<file path="config.mk">
export PLATFORM = sky130hd
export DESIGN_NAME = spim_engine
export DESIGN_NICKNAME = d
export VERILOG_FILES = /design/src/rtl/spim_pkg.sv /design/src/rtl/spim_fifo.sv /design/src/rtl/spim_baud.sv /design/src/rtl/spim_shift.sv /design/src/rtl/spim_engine.sv
export SDC_FILE = /design/constraint.sdc
export NUM_CORES = 1
export LEC_CHECK = 0
export BUFFER_PORTS_ARGS = -buffer_cell sky130_fd_sc_hd__buf_2
export CAP_MARGIN = 20
export CORE_MARGIN = 3
export CORE_UTILIZATION = 50
export CTS_CLUSTER_SIZE = 8
export DETAILED_ROUTE_END_ITERATION = 7
export PLACE_DENSITY = 0.72
export SLEW_MARGIN = 0
export SYNTH_ARGS = -nofsm -noshare
export SYNTH_HDL_FRONTEND = slang
export SYNTH_SLANG_ARGS = --single-unit
</file>
<file path="constraint.sdc">
create_clock -name clk -period 14.6 [get_ports clk]
set_input_delay 0.73 -clock clk [delete_from_list [all_inputs] [get_ports clk]]
set_output_delay 0.73 -clock clk [all_outputs]
set_load 0.05 [all_outputs]
</file>
<file path="src/rtl/spim_pkg.sv">
package spim_pkg;

    localparam int WORD_MAX = 32;

    typedef enum logic [1:0] {
        WS_8   = 2'd0,
        WS_16  = 2'd1,
        WS_32  = 2'd2,
        WS_ALT = 2'd3
    } wsize_e;

    typedef struct packed {
        logic       busy;
        logic       half;
        logic [4:0] bitn;
    } shf_state_t;

    function automatic logic [5:0] word_bits(input wsize_e ws);
        case (ws)
            WS_16:   return 6'd16;
            WS_32:   return 6'd32;
            default: return 6'd8;
        endcase
    endfunction

    function automatic int fifo_cap(input wsize_e ws, input int bytes);
        return bytes / (int'(word_bits(ws)) / 8);
    endfunction

    function automatic logic [WORD_MAX-1:0] word_mask(input wsize_e ws);
        case (ws)
            WS_16:   return 32'h0000_FFFF;
            WS_32:   return 32'hFFFF_FFFF;
            default: return 32'h0000_00FF;
        endcase
    endfunction

endpackage

</file>
<file path="src/rtl/spim_fifo.sv">
module spim_fifo #(
    parameter int DEPTH  = 16,
    parameter int DATA_W = 32,
    parameter int LVL_W  = 5
) (
    input  logic              clk,
    input  logic              rst,
    input  logic              flush,
    input  logic [LVL_W-1:0]  cap,
    input  logic              push,
    input  logic [DATA_W-1:0] wdata,
    input  logic              pop,
    output logic [DATA_W-1:0] rdata,
    output logic [LVL_W-1:0]  level,
    output logic              full,
    output logic              empty
);
    localparam int PTR_W = (DEPTH > 1) ? $clog2(DEPTH) : 1;

    logic [DATA_W-1:0] mem [DEPTH];
    logic [PTR_W-1:0]  wptr, rptr;
    logic              push_ok, pop_ok;

    assign full    = (level >= cap);
    assign empty   = (level == '0);
    assign push_ok = push && !full;
    assign pop_ok  = pop && !empty;
    assign rdata   = mem[rptr];

    function automatic logic [PTR_W-1:0] nxt(input logic [PTR_W-1:0] p);
        return (p == PTR_W'(DEPTH - 1)) ? '0 : p + 1'b1;
    endfunction

    always_ff @(posedge clk) begin
        if (rst || flush) begin
            wptr  <= '0;
            rptr  <= '0;
            level <= '0;
        end else begin
            if (push_ok) wptr <= nxt(wptr);
            if (pop_ok)  rptr <= nxt(rptr);
            level <= level + LVL_W'(push_ok) - LVL_W'(pop_ok);
        end
    end

    always_ff @(posedge clk) begin
        if (push_ok) mem[wptr] <= wdata;
    end

endmodule

</file>
<file path="src/rtl/spim_baud.sv">
module spim_baud #(
    parameter int DIV_W = 9
) (
    input  logic             clk,
    input  logic             rst,
    input  logic             run,
    input  logic [DIV_W-1:0] div,
    output logic             tick
);
    logic [DIV_W-1:0] cnt;

    assign tick = run && (cnt == div);

    always_ff @(posedge clk) begin
        if (rst || !run)  cnt <= '0;
        else if (tick)    cnt <= '0;
        else              cnt <= cnt + 1'b1;
    end

endmodule

</file>
<file path="src/rtl/spim_shift.sv">
module spim_shift
    import spim_pkg::*;
(
    input  logic                clk,
    input  logic                rst,
    input  logic                en,
    input  logic                can_start,
    input  logic                tick,
    input  wsize_e              wsize,
    input  logic                cpol,
    input  logic                txedge,
    input  logic                late_smp,
    input  logic                miso,
    input  logic [WORD_MAX-1:0] tx_word,
    output logic                tx_pop,
    output logic                rx_push,
    output logic [WORD_MAX-1:0] rx_word,
    output logic                busy,
    output logic                sclk,
    output logic                mosi
);
    shf_state_t          st;
    logic [WORD_MAX-1:0] txsh, rxsh, rx_next;
    logic [5:0]          nbits, shamt;
    logic                last_bit, sample_now, word_done, load;

    always_comb begin
        nbits      = word_bits(wsize);
        shamt      = 6'd32 - nbits;
        last_bit   = (st.bitn == 5'(nbits - 6'd1));
        sample_now = st.busy && tick && (st.half ? late_smp : !late_smp);
        rx_next    = sample_now ? {rxsh[WORD_MAX-2:0], miso} : rxsh;
        word_done  = st.busy && tick && st.half && last_bit;
        load       = en && can_start && (!st.busy || word_done);
    end

    assign tx_pop  = load;
    assign rx_push = word_done;
    assign rx_word = rx_next & word_mask(wsize);
    assign busy    = st.busy;
    assign sclk    = cpol ^ (st.busy && (st.half == txedge));
    assign mosi    = st.busy && txsh[WORD_MAX-1];

    always_ff @(posedge clk) begin
        if (rst || !en) begin
            st   <= '0;
            txsh <= '0;
            rxsh <= '0;
        end else if (load) begin
            st.busy <= 1'b1;
            st.half <= 1'b0;
            st.bitn <= '0;
            txsh    <= tx_word << shamt;
            rxsh    <= '0;
        end else if (word_done) begin
            st.busy <= 1'b0;
        end else if (st.busy && tick) begin
            st.half <= ~st.half;
            rxsh    <= rx_next;
            if (st.half) begin
                st.bitn <= st.bitn + 1'b1;
                txsh    <= {txsh[WORD_MAX-2:0], 1'b0};
            end
        end
    end

endmodule

</file>
<file path="src/rtl/spim_engine.sv">
module spim_engine
    import spim_pkg::*;
#(
    parameter int  FIFO_BYTES = 16,
    parameter int  DIV_W      = 9,
    localparam int LVL_W      = $clog2(FIFO_BYTES + 1)
) (
    input  logic                clk,
    input  logic                rst,
    input  logic                ctl_en,
    input  logic                ctl_master,
    input  logic                ctl_cpol,
    input  logic                ctl_txedge,
    input  logic                ctl_late_smp,
    input  logic [1:0]          ctl_wsize,
    input  logic                ctl_hw_ss,
    input  logic [DIV_W-1:0]    ctl_div,
    input  logic                tx_push,
    input  logic [WORD_MAX-1:0] tx_data,
    input  logic                rx_pop,
    output logic [WORD_MAX-1:0] rx_data,
    input  logic                miso,
    output logic                sclk,
    output logic                mosi,
    output logic                ss_n,
    output logic [LVL_W-1:0]    tx_level,
    output logic [LVL_W-1:0]    rx_level,
    output logic                tx_full,
    output logic                rx_empty,
    output logic                rx_overflow,
    output logic                rx_underrun,
    output logic                busy
);
    wsize_e              ws;
    logic [LVL_W-1:0]    cap;
    logic                tx_empty, rx_full;
    logic                tx_pop, rx_push, tick;
    logic [WORD_MAX-1:0] tx_head, rx_word;

    assign ws  = wsize_e'(ctl_wsize);
    assign cap = LVL_W'(fifo_cap(ws, FIFO_BYTES));

    spim_fifo #(.DEPTH(FIFO_BYTES), .DATA_W(WORD_MAX), .LVL_W(LVL_W)) u_txq (
        .clk(clk), .rst(rst), .flush(!ctl_en), .cap(cap),
        .push(tx_push), .wdata(tx_data), .pop(tx_pop),
        .rdata(tx_head), .level(tx_level), .full(tx_full), .empty(tx_empty)
    );

    spim_fifo #(.DEPTH(FIFO_BYTES), .DATA_W(WORD_MAX), .LVL_W(LVL_W)) u_rxq (
        .clk(clk), .rst(rst), .flush(!ctl_en), .cap(cap),
        .push(rx_push), .wdata(rx_word), .pop(rx_pop),
        .rdata(rx_data), .level(rx_level), .full(rx_full), .empty(rx_empty)
    );

    spim_baud #(.DIV_W(DIV_W)) u_baud (
        .clk(clk), .rst(rst), .run(busy), .div(ctl_div), .tick(tick)
    );

    spim_shift u_shift (
        .clk(clk), .rst(rst), .en(ctl_en),
        .can_start(ctl_master && !tx_empty), .tick(tick),
        .wsize(ws), .cpol(ctl_cpol), .txedge(ctl_txedge),
        .late_smp(ctl_late_smp), .miso(miso), .tx_word(tx_head),
        .tx_pop(tx_pop), .rx_push(rx_push), .rx_word(rx_word),
        .busy(busy), .sclk(sclk), .mosi(mosi)
    );

    assign ss_n = !(ctl_hw_ss && ctl_en && (busy || !tx_empty));

    always_ff @(posedge clk) begin
        if (rst || !ctl_en) begin
            rx_overflow <= 1'b0;
            rx_underrun <= 1'b0;
        end else begin
            if (rx_push && rx_full) rx_overflow <= 1'b1;
            if (rx_pop && rx_empty) rx_underrun <= 1'b1;
        end
    end

endmodule

</file>
==> metrics.yaml <==
hold_viol: 0
syn2layout_area_growth_pct: 14.5
clk_pin_slew_ns: 0.05
synthArstFlopShare_pct: 0
slowest_delay_ns: 0.94
place_area_um2: 47000
track_usage_pct: 21.5
start_util_pct: 50.9
crit_required_ns: 13.87
rows: 109
yosysWarnings: 0
dieWidth_um: 307
cts_tree: "done"
cp_slowest_cell: "dfxtp_4"
drt-total-wl_um: 100000
drive_above_1_share_pct: 28.3
fin_nets: 2644
synth_xor_area_share_pct: 0.638
seq_area_frac_synth_pct: 73.0
via_per_inst: 6.12
synth_fa_ha_area_share_pct: 1.08
critPathArrivalTime_ns: 3.92
max_freq_ghz: 0.215
cts_made_buffers: 160
grt_pass1_wl_um: 152000
fin_skew_ns: 0.0325
clock_sinks: 1140
synthFlopType: "edfxtp_1"
pwr-share-seq_pct: 48.0
finish.instance_area_um2: 51900
syn_inst: 2358
setup_slack_ns: 9.95
io_buffers: 103
grt_pass1_vias: 24197
worstHoldPathType: "in -> reg"
synth_cell_types: 72
gp_routability_congestion: 0.825
worstSetupPathDepth: 4
synth_mux_area_share_pct: 15.3
synth_edf_count: 1024
clkPwrFrac_pct: 44.2
crit_path_end_kind: "primary output"
syn_nets: 2450
start_kind: "flip-flop"
worst-slew-pin-transition_ns: 1.13
synth-compound-area-share_pct: 4.64
maxCapViolations: 0
grt-ovfl-total: 0
first_pass_iters: 6
avgSynthCellArea_um2: 19.2
root_buffer: "clkbuf_16"
netlist_top_cells_count: "edfxtp_1, mux4_2, nand2_1"
synthTopCellsByArea: "edfxtp_1, mux4_2, dfxtp_1, nand2_1, ha_1"
netlist_area_um2: 45300
antenna_found_initial: 5
cts_hold_buf: 0
grt_max_degree: 66
die_area_um2: 94300
tns_ns: 0
synth_seq_cells: 1140
power_switching_mw: 1.73
antenna_left: 0
intPower_mw: 5.82
min_path_cells: 3
status: "completed"
yosys.area.top_type_share_pct: 67.9
slew_viol_final: 0
path_max_fanout: 65
ios: 104
peakVddDrop_uv: 132
crit_type: "reg -> out"
critical-path-top-delay-family: "buffers and inverters"
core_um2: 89100
synth_top_family_by_area: "multiplexers"
rsz0062_at_grt: "no"
postCtsSetupRepairBufs: 0
fillers: 6283
combPwrFrac_pct: 7.7
drt-initial-drc-count: 2444
wl_per_cell_um: 26.3
clock_path_buffers: 3
power_density_nw_per_um2: 146
slew_headroom_pct: 24.4
finalSetupViolations: 0
cpMostUsedCell: "mux4_2"
drc: 0
synth_top_area_cell: "edfxtp_1"
sw_frac_of_total_pct: 22.9
cts_resized: 0
critical_path_buf_inv_count: 2
hold_ws_ns: 0.248
die_y_um: 307
finalCritPeriodShare_pct: 31.8
final.min_clock_period_ns: 4.65
pre_cts_ws_ns: 9.69
htree_levels: 4
synthSimpleGateAreaFrac_pct: 3.55
postLayoutCoreUtil_pct: 58.2
crit_chain: "buf_4, mux4_2, mux4_2, buf_2"
yosys.cell_count.top_type: "edfxtp_1"
reg2regPathDepth: 8
dpl.hpwl_um: 55200
clk_latency_ns: 0.75
p_leak_nw: 14.9
vias: 23313
state kept, by name, summed over array words and instances, names as in the netlist, 4 cells and up, named ones only:
register      flops
u_rxq.mem       512
u_txq.mem       512
u_shift.rxsh     32
u_shift.txsh     32
u_baud.cnt        9
u_shift.st        6
u_rxq.level       5
u_txq.level       5
u_rxq.rptr        4
u_rxq.wptr        4
u_txq.rptr        4
u_txq.wptr        4
metal layers:
metal | track usage, % | wire length, um | vias up
met5 | 0 | 51 | -
met4 | 8.21 | 3140 | 6
met3 | 4.52 | 6710 | 235
met2 | 35.5 | 50300 | 933
met1 | 28.4 | 39800 | 12158
li1 | - | - | 9981
cell families after synthesis:
family                   after synthesis
AO/OA/AOI/OAI                        305
XOR/XNOR                              33
adder cells (fa/ha/maj)               38
buffers and inverters                170
flip-flops                          1140
multiplexers                         333
AND/OR/NAND/NOR                      339
worst paths after layout:
kind,from,to,slack [ns]
worst min register to register,rx_underrun$_SDFFE_PP0P_,rx_underrun$_SDFFE_PP0P_,0.47
worst min-delay path,rx_pop,rx_underrun$_SDFFE_PP0P_,0.25
worst max-delay path,flip-flop,rx_data[6],9.95
worst max register to register,flip-flop,u_shift.txsh[30]$_SDFFE_PP0P_,10.20
tightest hold or removal path, stage by stage:
cell and delay [ns]:
buf_2 0.09, a21oi_1 0.05, nor2_1 0.07
layout make-up:
class / count / area (um^2) / area share, %
Timing Repair Buffer: 169 / 1100 / 2.12
Multi-Input combinational cell: 1048 / 11500 / 22.2
Clock inverter: 16 / 265 / 0.511
Clock buffer: 234 / 4280 / 8.26
Sequential cell: 1140 / 33100 / 63.8
Inverter: 33 / 124 / 0.239
Antenna cell: 2 / 5.00 / 0.00965
Tap cell: 1165 / 1460 / 2.81
stage by stage:
stage	power [mW]	std cells
global placement	4.25	3530
detailed placement	4.26	3531
CTS	7.60	3781
floorplan	4.10	2358
global route	7.80	3806
finish	7.55	3807
cell usage in the layout, fill, tap and decap left out, drive strengths merged, types with 12 or more instances in the layout:
master and instances:
a211oi 13, a21oi 104, a31oi 12, and3 20
buf 169, clkbuf 234, dfxtp 116, edfxtp 1024
ha 36, inv 38, mux2i 36, mux4 288
nand2 159, nand3 16, nor2 68, nor2b 12
o21a 15, o21ai 56, o221ai 15, o22ai 27
or2 13, xor2 22
power by group through the flow:
stage | Combinational, mW | Clock [mW] | Sequential (mW)
after floorplan | 0.396 | 0 | 3.70
final | 0.585 | 3.34 | 3.63
after CTS | 0.576 | 3.40 | 3.63
after detailed placement | 0.572 | 0 | 3.69
after global placement | 0.562 | 0 | 3.69
after global routing | 0.633 | 3.53 | 3.63
Note: power is estimated with default switching activity, not from simulation.
